`config.mk`:
```
export PLATFORM = sky130hd
export DESIGN_NAME = fetch_cache2
export DESIGN_NICKNAME = d
export VERILOG_FILES = /design/src/rtl/fc2_pkg.sv /design/src/rtl/fc2_tag_store.sv /design/src/rtl/fc2_lru.sv /design/src/rtl/fc2_miss_fsm.sv /design/src/rtl/fetch_cache2.sv
export SDC_FILE = /design/constraint.sdc
export NUM_CORES = 1
export LEC_CHECK = 0
export BUFFER_PORTS_ARGS = -buffer_cell sky130_fd_sc_hd__buf_2
export CAP_MARGIN = 20
export CORE_UTILIZATION = 26
export DETAILED_ROUTE_END_ITERATION = 16
export PLACE_DENSITY = 0.47
export SYNTH_ARGS = -nofsm -noshare
export SYNTH_HDL_FRONTEND = slang
export SYNTH_SLANG_ARGS = --single-unit
```
`constraint.sdc`:
```
create_clock -name clk -period 8.6 [get_ports clk]
set_clock_uncertainty 0.05 [all_clocks]
set_input_delay 0 -clock clk [delete_from_list [all_inputs] [get_ports clk]]
set_output_delay 0 -clock clk [all_outputs]
set_load 0.005 [all_outputs]
```
`src/rtl/fc2_pkg.sv`:
```
package fc2_pkg;
  localparam int unsigned LINES = 2;
  localparam int unsigned IDX_W = 1;

  typedef enum logic {
    ST_IDLE = 1'b0,
    ST_WAIT = 1'b1
  } fc2_state_t;
endpackage

```
`src/rtl/fc2_tag_store.sv`:
```
module fc2_tag_store
  import fc2_pkg::*;
#(
  parameter int unsigned TAG_W  = 30,
  parameter int unsigned DATA_W = 32
) (
  input  logic              clk,
  input  logic              rst_n,
  input  logic              lookup_en,
  input  logic [TAG_W-1:0]  lookup_tag,
  input  logic              fill_en,
  input  logic [IDX_W-1:0]  fill_idx,
  input  logic [TAG_W-1:0]  fill_tag,
  input  logic [DATA_W-1:0] fill_data,
  output logic [LINES-1:0]  hit_vec,
  output logic [DATA_W-1:0] hit_data,
  output logic [LINES-1:0]  valid_vec
);

  logic [DATA_W-1:0] rd_word [LINES];
  logic [TAG_W-1:0]  rd_tag  [LINES];

  for (genvar i = 0; i < LINES; i++) begin : g_line
    logic              v_q, v_d;
    logic [TAG_W-1:0]  t_q;
    logic [DATA_W-1:0] d_q;
    logic              wr;

    assign wr = fill_en && (fill_idx == IDX_W'(i));

    always_comb begin
      v_d = v_q | wr;
    end

    always_ff @(posedge clk or negedge rst_n) begin
      if (!rst_n) v_q <= 1'b0;
      else        v_q <= v_d;
    end

    always_ff @(posedge clk) begin
      if (wr) begin
        t_q <= fill_tag;
        d_q <= fill_data;
      end
    end

    assign valid_vec[i] = v_q;
    assign hit_vec[i]   = lookup_en && v_q && (t_q == lookup_tag);
    assign rd_word[i]   = d_q;
    assign rd_tag[i]    = t_q;
  end

  always_comb begin
    hit_data = '0;
    for (int i = 0; i < LINES; i++) begin
      hit_data = hit_data | (rd_word[i] & {DATA_W{hit_vec[i]}});
    end
  end

  // at most one line may match a lookup
  p_single_match_r2: assert property (@(posedge clk) disable iff (!rst_n)
    $onehot0(hit_vec));

  // two valid lines never hold the same word
  p_unique_tags_r7: assert property (@(posedge clk) disable iff (!rst_n)
    (&valid_vec) |-> (rd_tag[0] != rd_tag[1]));

  // a filled line is valid from the next cycle
  p_fill_valid_r6: assert property (@(posedge clk) disable iff (!rst_n)
    fill_en |=> valid_vec[$past(fill_idx)]);

endmodule

```
`src/rtl/fc2_lru.sv`:
```
module fc2_lru
  import fc2_pkg::*;
(
  input  logic             clk,
  input  logic             rst_n,
  input  logic             touch_en,
  input  logic [IDX_W-1:0] touch_idx,
  input  logic [LINES-1:0] valid_vec,
  output logic [IDX_W-1:0] victim_idx
);

  logic [IDX_W-1:0] old_q, old_d;

  always_comb begin
    old_d = old_q;
    if (touch_en) old_d = ~touch_idx;
  end

  always_ff @(posedge clk or negedge rst_n) begin
    if (!rst_n) old_q <= '0;
    else        old_q <= old_d;
  end

  always_comb begin
    if (!valid_vec[0])      victim_idx = 1'b0;
    else if (!valid_vec[1]) victim_idx = 1'b1;
    else                    victim_idx = old_q;
  end

  // an empty line 0 is always picked first
  p_empty_first_r6: assert property (@(posedge clk) disable iff (!rst_n)
    !valid_vec[0] |-> (victim_idx == 1'b0));

  // the most recently used line is never the victim when both are full
  p_recent_kept_r7: assert property (@(posedge clk) disable iff (!rst_n)
    touch_en |=> (!(&valid_vec) || (victim_idx != $past(touch_idx))));

endmodule

```
`src/rtl/fc2_miss_fsm.sv`:
```
module fc2_miss_fsm
  import fc2_pkg::*;
#(
  parameter int unsigned ADDR_W = 32,
  parameter int unsigned OFS_W  = 2
) (
  input  logic              clk,
  input  logic              rst_n,
  input  logic              fetch_req,
  input  logic [ADDR_W-1:0] fetch_addr,
  input  logic              lookup_hit,
  input  logic              mem_valid,
  output logic              idle,
  output logic              mem_req,
  output logic [ADDR_W-1:0] mem_addr,
  output logic              fill_en
);

  localparam logic [ADDR_W-1:0] ALIGN_MASK = {{(ADDR_W-OFS_W){1'b1}}, {OFS_W{1'b0}}};

  fc2_state_t        st_q, st_d;
  logic [ADDR_W-1:0] addr_q, addr_d;
  logic              addr_en;

  assign idle     = (st_q == ST_IDLE);
  assign mem_req  = (idle && fetch_req && !lookup_hit) || (st_q == ST_WAIT);
  assign mem_addr = idle ? (fetch_addr & ALIGN_MASK) : addr_q;
  assign fill_en  = mem_req && mem_valid;

  always_comb begin
    st_d    = st_q;
    addr_d  = addr_q;
    addr_en = 1'b0;
    case (st_q)
      ST_IDLE: begin
        if (mem_req && !mem_valid) begin
          st_d    = ST_WAIT;
          addr_d  = fetch_addr & ALIGN_MASK;
          addr_en = 1'b1;
        end
      end
      ST_WAIT: begin
        if (mem_valid) st_d = ST_IDLE;
      end
      default: st_d = ST_IDLE;
    endcase
  end

  always_ff @(posedge clk or negedge rst_n) begin
    if (!rst_n) st_q <= ST_IDLE;
    else        st_q <= st_d;
  end

  always_ff @(posedge clk) begin
    if (addr_en) addr_q <= addr_d;
  end

  // an unanswered request persists with the same address
  p_hold_request_r8: assert property (@(posedge clk) disable iff (!rst_n)
    (mem_req && !mem_valid) |=> (mem_req && $stable(mem_addr)));

  // an answered request returns the controller to idle
  p_answer_ends_r4: assert property (@(posedge clk) disable iff (!rst_n)
    fill_en |=> idle);

  // requests always carry a word-aligned address
  p_aligned_r3: assert property (@(posedge clk) disable iff (!rst_n)
    mem_req |-> (mem_addr[OFS_W-1:0] == '0));

endmodule

```
`src/rtl/fetch_cache2.sv`:
```
module fetch_cache2
  import fc2_pkg::*;
#(
  parameter int unsigned ADDR_W = 32,
  parameter int unsigned DATA_W = 32
) (
  input  logic              clk,
  input  logic              rst_n,
  input  logic              fetch_req,
  input  logic [ADDR_W-1:0] fetch_addr,
  output logic              fetch_ready,
  output logic [DATA_W-1:0] fetch_data,
  output logic              mem_req,
  output logic [ADDR_W-1:0] mem_addr,
  input  logic              mem_valid,
  input  logic [DATA_W-1:0] mem_data
);

  localparam int unsigned OFS_W = $clog2(DATA_W / 8);
  localparam int unsigned TAG_W = ADDR_W - OFS_W;

  logic              idle;
  logic              lookup_en;
  logic [LINES-1:0]  hit_vec;
  logic              hit_any;
  logic [DATA_W-1:0] hit_data;
  logic [LINES-1:0]  valid_vec;
  logic              fill_en;
  logic [IDX_W-1:0]  victim_idx;
  logic              touch_en;
  logic [IDX_W-1:0]  touch_idx;

  assign lookup_en = idle && fetch_req;
  assign hit_any   = |hit_vec;

  fc2_tag_store #(
    .TAG_W  (TAG_W),
    .DATA_W (DATA_W)
  ) u_store (
    .clk        (clk),
    .rst_n      (rst_n),
    .lookup_en  (lookup_en),
    .lookup_tag (fetch_addr[ADDR_W-1:OFS_W]),
    .fill_en    (fill_en),
    .fill_idx   (victim_idx),
    .fill_tag   (mem_addr[ADDR_W-1:OFS_W]),
    .fill_data  (mem_data),
    .hit_vec    (hit_vec),
    .hit_data   (hit_data),
    .valid_vec  (valid_vec)
  );

  fc2_miss_fsm #(
    .ADDR_W (ADDR_W),
    .OFS_W  (OFS_W)
  ) u_fsm (
    .clk        (clk),
    .rst_n      (rst_n),
    .fetch_req  (fetch_req),
    .fetch_addr (fetch_addr),
    .lookup_hit (hit_any),
    .mem_valid  (mem_valid),
    .idle       (idle),
    .mem_req    (mem_req),
    .mem_addr   (mem_addr),
    .fill_en    (fill_en)
  );

  assign touch_en  = (lookup_en && hit_any) || fill_en;
  assign touch_idx = fill_en ? victim_idx : IDX_W'(hit_vec[1]);

  fc2_lru u_lru (
    .clk        (clk),
    .rst_n      (rst_n),
    .touch_en   (touch_en),
    .touch_idx  (touch_idx),
    .valid_vec  (valid_vec),
    .victim_idx (victim_idx)
  );

  assign fetch_ready = (lookup_en && hit_any) || fill_en;
  assign fetch_data  = fill_en ? mem_data : hit_data;

  // no completion while the memory has not answered
  p_stall_r8: assert property (@(posedge clk) disable iff (!rst_n)
    (mem_req && !mem_valid) |-> !fetch_ready);

  // a hit never reaches the backing memory
  p_hit_quiet_r2: assert property (@(posedge clk) disable iff (!rst_n)
    (fetch_req && |hit_vec) |-> !mem_req);

  // a strobe without a request completes nothing
  p_stray_strobe_r9: assert property (@(posedge clk) disable iff (!rst_n)
    (mem_valid && !mem_req && !fetch_req) |-> !fetch_ready);

endmodule

```
# == After elaboration in Yosys (flattened, before gate mapping) ==
# Cells that the tools add are included.
# classes
shifts,0
n_bitwise,8
div_mod_pow,0
reduce_logical,17
n_mux,9
multipliers,0
eq_ne,2
order_cmp,0
addsub,0
# ops
op,n
AND 32 bit,2
2-to-1 mux 32 bit,2
equality test 30 bit,2
bitwise OR 32 bit,1
logical AND 1 bit,11
2-to-1 mux 1 bit,6
inverter 1 bit,3
AND reduction 3 bit,1
logical NOT 1 bit,2
logical OR 1 bit,2
bitwise OR 1 bit,2
case mux 1 bit (2 select lines),1
OR reduction 2 bit,1
# totals
inputBits,68
romBits,0
ff_bits,158
latch_bits,0
ram_bits,0
elab_cells,45
n_memories,0
output_inout_bits,66

# == Logic depth before layout (Yosys ltp) ==
# Gate-level depths: netlist of run 1.
# depth
ltp_word,12
ltp_mapped,8
mapped_depth_nobuf,6

# == Modules after synthesis ==
# A second synthesis of run 1 with hierarchy kept.
# unflattened
cells_unflattened,370
area_unflattened_um2,6972.9
# modules_own_cells
mod,cells_per_inst,area_each_um2,seq_area_each_um2,instances
fc2_tag_store,252,4864.7,3773.6,1
fc2_miss_fsm,74,1490.2,925.9,1
fetch_cache2,40,571.8,0.0,1
fc2_lru,4,46.3,25.0,1

# == Worst setup path before layout of run 1 ==
# OpenSTA, ideal clock, no wires.
# synth_timing
path_type,flip-flop to flip-flop
start,reg u_fsm.st_q
end,reg u_fsm.addr_q[10] (enable)
period_less_slack_ns,4.821
path_slack_ns,3.779
t_arrival_ns,4.277
setup_ns,0.494
path_stages_with_launch,9
path_cell_list,dfrtp_1 > clkbuf_1 > inv_1 > and4_1 > nand4_1 > nor3_2 > buf_2 > nor2_1 > nor4bb_1
# synth_between
elab_chain_len,12
word_cells_on_any_way,14
cone_classes,2 x mux; 1 x bitwise; 11 x reduce/logical
# synth_lines
item,line_no,text
from (decl),fc2_miss_fsm.sv:21,"fc2_state_t st_q, st_d;"
from (signal assigned),fc2_miss_fsm.sv:51,else st_q <= st_d;
inverter 1 bit,-,
logical AND 1 bit,"fc2_miss_fsm.sv:26, fetch_cache2.sv:33",
logical AND 1 bit (2 in series),fc2_tag_store.sv:48,assign hit_vec[i] = lookup_en && v_q && (t_q == lookup_tag);
OR reduction 2 bit,fetch_cache2.sv:34,assign hit_any = |hit_vec;
logical NOT 1 bit,fc2_miss_fsm.sv:26,assign mem_req = (idle && fetch_req && !lookup_hit) || (st_q == ST_WAIT);
logical AND 1 bit,fc2_miss_fsm.sv:26,
logical OR 1 bit,fc2_miss_fsm.sv:26,
logical AND 1 bit,fc2_miss_fsm.sv:36,if (mem_req && !mem_valid) begin
2-to-1 mux 1 bit,fc2_miss_fsm.sv:36,
2-to-1 mux 1 bit,fc2_miss_fsm.sv:34,case (st_q)
AND reduction 3 bit (no source line) *,-,
to (signal assigned),fc2_miss_fsm.sv:55,if (addr_en) addr_q <= addr_d;
to (decl),fc2_miss_fsm.sv:22,"logic [ADDR_W-1:0] addr_q, addr_d;"
# Mark *: on every way between the ends. The rest lies on a longest branch, timed or not.
# A chain may end at the register's enable or synchronous reset.

# == Worst setup path after layout of run 1 ==
# layout_timing
start,reg u_store.g_line[1].t_q[25]
end,reg u_store.g_line[0].t_q[15] (enable)
# layout_between
elab_chain_len,8
# layout_lines
item,line_no,text
from (decl),fc2_tag_store.sv:25,logic [TAG_W-1:0] t_q;
from (signal assigned),fc2_tag_store.sv:42,t_q <= fill_tag;
equality test 30 bit,fc2_tag_store.sv:48,
logical AND 1 bit,fc2_tag_store.sv:48,
OR reduction 2 bit,fetch_cache2.sv:34,
logical NOT 1 bit,fc2_miss_fsm.sv:26,
logical AND 1 bit,fc2_miss_fsm.sv:26,
logical OR 1 bit,fc2_miss_fsm.sv:26,
logical AND 1 bit,fc2_miss_fsm.sv:28,assign fill_en = mem_req && mem_valid;
logical AND 1 bit,fc2_tag_store.sv:29,assign wr = fill_en && (fill_idx == IDX_W'(i));
via u_store.g_line[0].wr,fc2_tag_store.sv:27,logic wr;
to (signal assigned),fc2_tag_store.sv:42,
to (decl),fc2_tag_store.sv:25,
# The timed path passes the listed nets, and every way through them passes these cells.

==> run_results.csv, run 1 <==
group,metric,value,unit
floorplan,top_level_ports,134,
clock_network,cts-root-buf,"clkbuf_16",
placed_design,io_buffer_count,129,
clock_network,cts.clk_slew.worst_paths,0.07,ns
layout,fillers,2380,
global_route,grt_usage,12.3,%
layout,antenna_cells,0,
worst_setup_path,cp_cell_sequence,"xnor2_1, and4_1, nand4_1, nor3_4, buf_4, o31ai_4, buf_4, and2_2, buf_4",
power_and_ir_drop,power_leakage,3.51,nW
worst_setup_path,critPathKind,"flip-flop to flip-flop",
power_and_ir_drop,ir_worst_vdd,103,uV
logic_synthesis,ys_seq_area_share,72.9,%
clock_network,cts_tree,"built",
timing,period_share,43.8,%
timing,tns,0,ns
worst_setup_path,cp.required,8.61,ns
job,cap_violations,0,
timing,rsz0062_at_grt,"no",
global_route,grt_pass1_vias,4161,
timing,tightest_slew,0.783,ns
timing,max_freq,265,MHz
logic_synthesis,synth_area,6480,um2
logic_synthesis,ys_types,29,
logic_synthesis,synthCells,376,
logic_synthesis,netlist.area_leader.share,71.3,%
worst_setup_path,worstPathArrival,3.78,ns
floorplan,start_util,26.6,%
global_route,overflow,0,
timing,max_slew_margin,47.8,%
logic_synthesis,synth.avg_cell_area,17.2,um2
routing,vias_per_cell,4.26,
logic_synthesis,ys.warnings.count,0,
layout,num-nets-final,652,
floorplan,rows,57,
floorplan,die_area,25600,um2
routing,drtIter0Drc,146,
layout,fin_area,8820,um2
layout,multi_input_area,1720,um2
run_status,status,"completed",
routing,ant_nets,0,
timing,hold_viol,0,
min_path,hp-class,"primary input to flip-flop",
worst_setup_path,critPathMaxStageDelay,0.73,ns
timing,slew_viol_final,0,
placed_design,dpl_cell_area,7560,um2
global_route,grt_pass1_wl,23.8,mm
layout,final_cell_mix,"154 x edfxtp_1, 129 x buf_2, 67 x dlygate4sd3_1",
logic_synthesis,synth_seq_cells,158,
clock_network,numCtsBuffers,17,
logic_synthesis,yosysTopAreaCell,"edfxtp_1",
layout,drive_above_1_share,34.2,%
clock_network,cts_buffer_depth,2,
layout,areaGrowthSynthToFinish,35.9,%
power_and_ir_drop,power_density,217,nW/um2
floorplan,die_w,160,um
clock_network,postCtsSetupBuffers,0,
clock_network,htreeDepth,4,
logic_synthesis,synth_area_leaders,"edfxtp_1 71%, xor2_1 6.2%, mux2_2 5.2%",
clock_network,clk_latency,0.42,ns
clock_network,cts.sinks,158,
worst_setup_path,cp-end-kind,"flip-flop",
placed_design,gp_congestion,0.757,
global_route,grt_max_degree,55,
routing,wl,15.1,mm
routing,wl_per_cell,16.4,um
placed_design,place.detailed.hpwl,9.53,mm
routing,num_vias,3924,
layout,layout_commonest_cell,"edfxtp_1",
floorplan,core_area,24400,um2
worst_setup_path,crit_path_start_kind,"flip-flop",
layout,final-seq-area,4720,um2
timing,min_period,3.77,ns
worst_setup_path,cp_common_cell,"buf_4",
worst_setup_path,critPathMaxFanout,36,
timing,holdWs,0.253,ns
routing,first_pass_iters,4,
global_route,antenna_found_initial,0,
floorplan,die_h,160,um
worst_setup_path,cp_slowest_cell,"and2_2",
routing,drcViolationCount,0,
timing,setup-violations-final,0,
[synthesized netlist by cell type]
cell type  count
nor4bb_1       1
o21ai_0        2
conb_1         1
nor3_2         1
xnor2_1       14
nor3_1         4
buf_2          9
nor4_4         1
nor2_1         4
and2_1         1
buf_1          2
a21oi_1        3
buf_4          2
dfrtp_1        4
nor2b_1        1
and4_1         2
edfxtp_1     154
o31ai_1        1
xor2_1        46
o31ai_2        1
a22o_1        32
a21o_1        33
mux2_2        30
or3b_2         1
inv_1          3
nor4_1        10
nand2_1        5
nand4_1        6
clkbuf_1       2
[cells by family (layout without fill, tap and decap cells)]
kind of cell | count (synthesis) | count (layout) | share of synthesized area, %
AO/OA/AOI/OAI | 72 | 72 | 8.84
AND/OR/NAND/NOR | 37 | 37 | 3.61
other | 1 | 2 | 0.0578
buffers and inverters | 18 | 238 | 1.33
XOR/XNOR | 60 | 60 | 8.10
flip-flops | 158 | 158 | 72.9
multiplexers | 30 | 30 | 5.21
[per-layer routing]
metal / GRT usage (%) / up-vias / wire, um
li1: - / 1883 / -
met1: 16.0 / 1907 / 6890
met2: 19.7 / 121 / 7210
met3: 3.82 / 13 / 839
met4: 3.90 / 0 / 144
met5: 0 / - / 0
[registers in the layout, indices dropped and copies added, names as in the netlist]
register            cells
u_fsm.st_q              1
u_fsm.addr_q           30
u_store.g_line.d_q     64
u_store.g_line.t_q     60
u_lru.old_q             1
u_store.g_line.v_q      2
[report_power, final]
group | internal [mW] | switching (mW) | total, mW
clock | 0.435 | 0.325 | 0.760
sequential | 0.928 | 0.0183 | 0.946
combinational | 0.0883 | 0.116 | 0.205
total | 1.45 | 0.460 | 1.91
[worst paths after layout]
path	startpoint	end	slack [ns]	depth (start not counted)
min in group asynchronous	rst_n	u_lru.old_q	0.45	3
max in group asynchronous	rst_n	u_store.g_line[0].v_q	7.87	3
worst min-delay path	mem_data[22]	u_store.g_line[0].d_q[22]	0.25	2
worst max-delay path	u_store.g_line[1].t_q[25]	u_store.g_line[0].t_q[15]	4.83	9
worst min register to register	u_store.g_line[1].v_q	u_store.g_line[1].v_q	0.45	1
worst max register to register	u_store.g_line[1].t_q[25]	u_store.g_line[0].t_q[15]	4.83	9
[worst max-delay path: cells and delay by family (launching register included)]
kind,cells,cell delay [ns]
AO/OA/AOI/OAI,1,0.30
XOR/XNOR,1,0.18
buffers and inverters,3,1.26
flip-flops,1,0.39
AND/OR/NAND/NOR,4,1.19
[cell type report]
cell class                      instances  share of cell area, %
Clock buffer                           18                   4.87
Inverter                                3                  0.128
Multi-Input combinational cell        201                   19.5
Tap cell                              324                   4.60
Timing Repair Buffer                  203                   15.5
Clock inverter                         14                   1.82
Sequential cell                       158                   53.6
[per-stage QoR]
| stage | utilization (%) | setup slack (ns) | std cells | power [mW] |
|---|---|---|---|---|
| after global routing | 36.1 | 4.51 | 921 | 1.99 |
| after global placement | 31.0 | 4.80 | 822 | 1.15 |
| after floorplan | - | 3.78 | 377 | 1.06 |
| after detailed placement | 31.0 | 4.77 | 822 | 1.15 |
| after CTS | 36.1 | 4.72 | 921 | 1.94 |
| final | 36.1 | 4.83 | 921 | 1.91 |
[what timing repair did]
item                                   CTS  global route
hold buffers                            67             0
gates resized for setup                  0             0
endpoints found under the hold margin  160             0
No activity file was read; power rests on OpenSTA's default activity.
==> run 2: changes to the inputs <==
Clock period 8.6 ns to 3.9 ns, I/O delays scaled along.
==> run_results.csv, run 2 (synthesized netlist as in run 1, its figures left out) <==
group,metric,value,unit
power_and_ir_drop,seq_power_share,49.4,%
routing,num_vias,3986,
routing,ant_nets,0,
global_route,overflow,0,
layout,drive_above_1_share,34.3,%
clock_network,cts_buffer_depth,2,
clock_network,cts_tree,"built",
floorplan,core_area,24400,um2
timing,rsz0062_at_grt,"no",
routing,drtIter0Drc,219,
placed_design,dp.cells,823,
worst_setup_path,cp_slowest_cell,"and2_2",
placed_design,gp_congestion,0.690,
clock_network,htreeDepth,4,
min_path,min_from,"mem_data[30]",
clock_network,clk_latency,0.43,ns
power_and_ir_drop,ir_worst_vdd,269,uV
global_route,grt_pass1_vias,4339,
routing,drcViolationCount,0,
routing,first_pass_iters,4,
clock_network,cts.clk_slew.worst_paths,0.07,ns
timing,period_share,81.6,%
routing,vias_per_cell,4.32,
routing,wl_per_cell,16.8,um
power_and_ir_drop,power_leakage,3.52,nW
global_route,grt_max_degree,63,
worst_setup_path,critPathKind,"flip-flop to flip-flop",
timing,tightest_slew,0.963,ns
power_and_ir_drop,clockPowerShare,39.8,%
routing,wl,15.5,mm
worst_setup_path,crit_path_start_kind,"flip-flop",
timing,min_period,3.18,ns
timing,hold_viol,0,
worst_setup_path,cp-end-kind,"flip-flop",
floorplan,top_level_ports,134,
placed_design,io_buffer_count,129,
worst_setup_path,critPathMaxStageDelay,0.86,ns
layout,areaGrowthSynthToFinish,36.1,%
global_route,antenna_found_initial,0,
timing,max_freq,314,MHz
layout,stdcell_count,922,
floorplan,die_w,160,um
worst_setup_path,crit_family,"simple AND/OR/NAND/NOR gates",
clock_network,cts.sinks,158,
global_route,grt_usage,12.7,%
timing,setup-violations-final,0,
power_and_ir_drop,power_density,478,nW/um2
placed_design,dpl_cell_area,7560,um2
power_and_ir_drop,intPower,3.16,mW
power_and_ir_drop,comb_power_share,10.8,%
floorplan,die_area,25600,um2
power_and_ir_drop,p_switching,1.06,mW
floorplan,rows,57,
layout,antenna_cells,0,
timing,slew_viol_final,0,
worst_setup_path,critPathMaxFanout,31,
floorplan,die_h,160,um
layout,layout_commonest_cell,"edfxtp_1",
worst_setup_path,r2r-start,"u_store.g_line[1].t_q[25]",
layout,fin_area,8830,um2
min_path,hold_depth,2,
power_and_ir_drop,total_power,4.22,mW
layout,top_register,"u_store.g_line.d_q",
worst_setup_path,crit_start,"u_store.g_line[1].t_q[25]",
power_and_ir_drop,switching_share,25.2,%
timing,tns,0,ns
job,cap_violations,0,
run_status,status,"completed",
layout,largest_reg_flops,64,
layout,top_regs,"u_store.g_line.d_q x64, u_store.g_line.t_q x60, u_fsm.addr_q x30",
worst_setup_path,reg2reg_slack,0.72,ns
worst_setup_path,cp.required,3.95,ns
clock_network,numCtsBuffers,17,
timing,max_slew_margin,35.8,%
worst_setup_path,cp_num_cells,7,
layout,num-nets-final,653,
global_route,grt_pass1_wl,24.3,mm
clock_network,cts-root-buf,"clkbuf_16",
worst_setup_path,worstPathArrival,3.23,ns
layout,final_cell_mix,"154 x edfxtp_1, 129 x buf_2, 67 x dlygate4sd3_1",
worst_setup_path,ff2ff_path_depth,7,
layout,fillers,2355,
floorplan,start_util,26.6,%
worst_setup_path,cp_cell_sequence,"xnor2_1, and4_1, nand4_1, nor3_4, o31ai_4, and2_2, buf_4",
min_path,hp-class,"primary input to flip-flop",
worst_setup_path,critPathBufInv,1,
placed_design,place.detailed.hpwl,9.60,mm
[run 2: final timing paths]
| path | endpoint |
|---|---|
| setup reg to reg | u_store.g_line[0].d_q[23] |
| min in group asynchronous | u_fsm.st_q |
| max in group asynchronous | u_store.g_line[0].v_q |
| hold reg to reg | u_store.g_line[1].v_q |
| hold / removal | u_store.g_line[1].d_q[30] |
| setup / recovery | u_store.g_line[0].d_q[23] |
[run 2: layout make-up]
cell class,instances,area (um2),area share (%)
sequential,158,4720,53.5
clock buffer,17,425,4.82
clock inverter,15,169,1.91
timing repair buffer,204,1380,15.6
multi-input combinational,201,1720,19.4
inverter,3,11.3,0.128
tap,324,405,4.59
[run 2: power groups by stage]
stage	clock network [mW]	registers (mW)	logic [mW]
detailed placement	0	2.13	0.416
global route	1.81	2.10	0.506
CTS	1.74	2.09	0.472
global placement	0	2.12	0.410
finish	1.68	2.09	0.456
floorplan	0	2.12	0.212
[run 2: repair_timing]
| item | CTS | global route |
|---|---|---|
| gates resized for setup | 0 | 0 |
| hold buffers | 67 | 0 |
| endpoints found under the hold margin | 161 | 0 |
| buffers inserted | 0 | 0 |
[run 2: worst reg2reg max path, stage by stage (launching register included)]
cell and delay (ns):
edfxtp_1 0.38, xnor2_1 0.13, and4_1 0.20, nand4_1 0.16, nor3_4 0.07, o31ai_4 0.57, and2_2 0.86, buf_4 0.42
[run 2: per-stage QoR]
step	utilization, %	hold slack (ns)	setup slack [ns]
after floorplan	-	-0.346	0.265
final	36.2	0.263	0.718
after global routing	36.2	0.241	0.460
after detailed placement	31.0	-0.233	0.598
after CTS	36.2	0.230	0.559
after global placement	31.0	-0.240	0.607
[run 2: per-layer routing]
| layer | GRT usage, % | part of all wire, % | wire, um | vias to the layer above |
|---|---|---|---|---|
| li1 | - | - | - | 1882 |
| met1 | 15.3 | 44 | 6840 | 1984 |
| met2 | 21.8 | 50 | 7800 | 106 |
| met3 | 3.61 | 4.2 | 655 | 14 |
| met4 | 4.16 | 1.1 | 177 | 0 |
| met5 | 0 | 0 | 0 | - |
==> run 3: changes to the inputs <==
Clock period 3.9 ns to 3.1 ns, I/O delays scaled along.
==> run_results.csv, run 3 (synthesized netlist as in run 1, its figures left out) <==
group,metric,value,unit
worst_setup_path,critPathMaxStageDelay,0.56,ns
worst_setup_path,crit_path_start_kind,"flip-flop",
routing,num_vias,3969,
global_route,grt_pass1_wl,24.1,mm
global_route,grt_max_degree,39,
worst_setup_path,worstPathArrival,3.09,ns
min_path,holdPathEnd,"u_store.g_line[0].d_q[0]",
floorplan,start_util,26.6,%
timing,tns,0,ns
power_and_ir_drop,power_leakage,3.56,nW
timing,min_period,2.85,ns
routing,drcViolationCount,0,
timing,period_share,92.0,%
clock_network,cts-root-buf,"clkbuf_16",
global_route,antenna_found_initial,0,
floorplan,die_w,160,um
timing,hold_viol,0,
routing,ant_nets,0,
clock_network,cts.sinks,158,
placed_design,place.detailed.hpwl,9.86,mm
layout,multi_input_area,1720,um2
floorplan,rows,57,
placed_design,gp_congestion,0.734,
routing,vias_per_cell,4.29,
timing,tightest_slew,0.656,ns
worst_setup_path,cp.required,3.34,ns
worst_setup_path,r2r-end,"u_fsm.st_q",
timing,rsz0062_at_grt,"no",
timing,slew_viol_final,0,
layout,drive_above_1_share,34.8,%
routing,wl_per_cell,16.7,um
floorplan,die_h,160,um
min_path,min_from,"mem_data[0]",
worst_setup_path,cp_slowest_cell,"dlygate4sd3_1",
floorplan,die_area,25600,um2
worst_setup_path,crit_family,"simple AND/OR/NAND/NOR gates",
min_path,hp-class,"primary input to flip-flop",
clock_network,htreeDepth,4,
layout,areaGrowthSynthToFinish,37.4,%
job,cap_violations,0,
placed_design,dpl_cell_area,7580,um2
global_route,grt_usage,12.5,%
global_route,grt_pass1_vias,4186,
clock_network,cts_tree,"built",
routing,drtIter0Drc,169,
timing,setup-violations-final,0,
layout,fin_area,8910,um2
worst_setup_path,r2r-start,"u_store.g_line[1].t_q[10]",
global_route,overflow,0,
min_path,hold_depth,2,
worst_setup_path,critPathMaxFanout,34,
power_and_ir_drop,power_density,611,nW/um2
routing,wl,15.5,mm
worst_setup_path,cp-end-kind,"flip-flop",
layout,final_cell_mix,"154 x edfxtp_1, 129 x buf_2, 67 x dlygate4sd3_1",
worst_setup_path,critPathKind,"flip-flop to flip-flop",
run_status,status,"completed",
worst_setup_path,cp_cell_sequence,"xor2_1, nor4_1, nand4_1, nor3_4, buf_6, or3b_2, a21oi_1, dlygate4sd3_1",
floorplan,core_area,24400,um2
layout,top_regs,"u_store.g_line.d_q x64, u_store.g_line.t_q x60, u_fsm.addr_q x30",
layout,final-seq-area,4720,um2
worst_setup_path,reg2reg_slack,0.25,ns
clock_network,cts.clk_slew.worst_paths,0.07,ns
timing,max_slew_margin,56.2,%
layout,layout_commonest_cell,"edfxtp_1",
timing,max_freq,351,MHz
placed_design,io_buffer_count,129,
layout,top_register,"u_store.g_line.d_q",
worst_setup_path,ff2ff_path_depth,8,
layout,largest_reg_flops,64,
floorplan,top_level_ports,134,
power_and_ir_drop,ir_worst_vdd,317,uV
routing,first_pass_iters,4,
layout,fillers,2391,
layout,num-nets-final,656,
clock_network,numCtsBuffers,17,
clock_network,cts_buffer_depth,2,
clock_network,clk_latency,0.42,ns
worst_setup_path,critPathBufInv,2,
-- run 3: area by class of cell --
class                      count  area share, %
clock buffer                  17           4.78
inverter                       3          0.126
multi-input combinational    201           19.3
sequential                   158           53.0
timing repair buffer         207           16.0
antenna                        1         0.0281
clock inverter                15           2.21
tap                          324           4.55
-- run 3: through the flow --
stage	setup slack [ns]	utilization [%]	instances	total power [mW]	hold slack, ns
after floorplan	-0.477	-	377	2.93	-0.346
after global placement	0.196	31.1	825	3.19	-0.242
after detailed placement	0.153	31.1	825	3.20	-0.241
after CTS	0.0796	36.4	924	5.53	0.246
after global routing	0.0325	36.5	925	5.68	0.254
final	0.247	36.5	926	5.44	0.266
-- run 3: how the worst max path moves through the flow --
stage | end | start | slack, ns | depth (start not counted)
2_1_floorplan | u_store.g_line[1].d_q[0] | u_fsm.st_q | -0.48 | 7
3_3_place_gp | u_fsm.addr_q[20] | u_store.g_line[0].t_q[10] | 0.20 | 8
3_5_place_dp | u_store.g_line[1].d_q[0] | u_store.g_line[1].t_q[25] | 0.15 | 7
4_1_cts | u_fsm.st_q | u_store.g_line[1].t_q[19] | 0.08 | 8
5_1_grt | u_store.g_line[0].t_q[4] | u_store.g_line[1].t_q[19] | 0.03 | 8
6_report | u_fsm.st_q | u_store.g_line[1].t_q[10] | 0.25 | 8
-- run 3: routing by layer --
layer	up-vias	track usage (%)	routed length, um
met1	1956	16.5	7330
met3	5	3.77	758
met5	-	0	0
met4	0	3.33	90
li1	1900	-	-
met2	108	19.9	7330
-- run 3: power by group --
| part | switching, mW | internal, mW |
|---|---|---|
| registers | 0.0525 | 2.57 |
| clock network | 0.924 | 1.30 |
| logic | 0.330 | 0.262 |
| total | 1.31 | 4.14 |
-- run 3: what timing repair did --
item,CTS,global route
hold endpoints to repair,160,0
setup endpoints to repair,0,13
hold buffers,67,0
buffers inserted,0,0
resized for setup,0,2
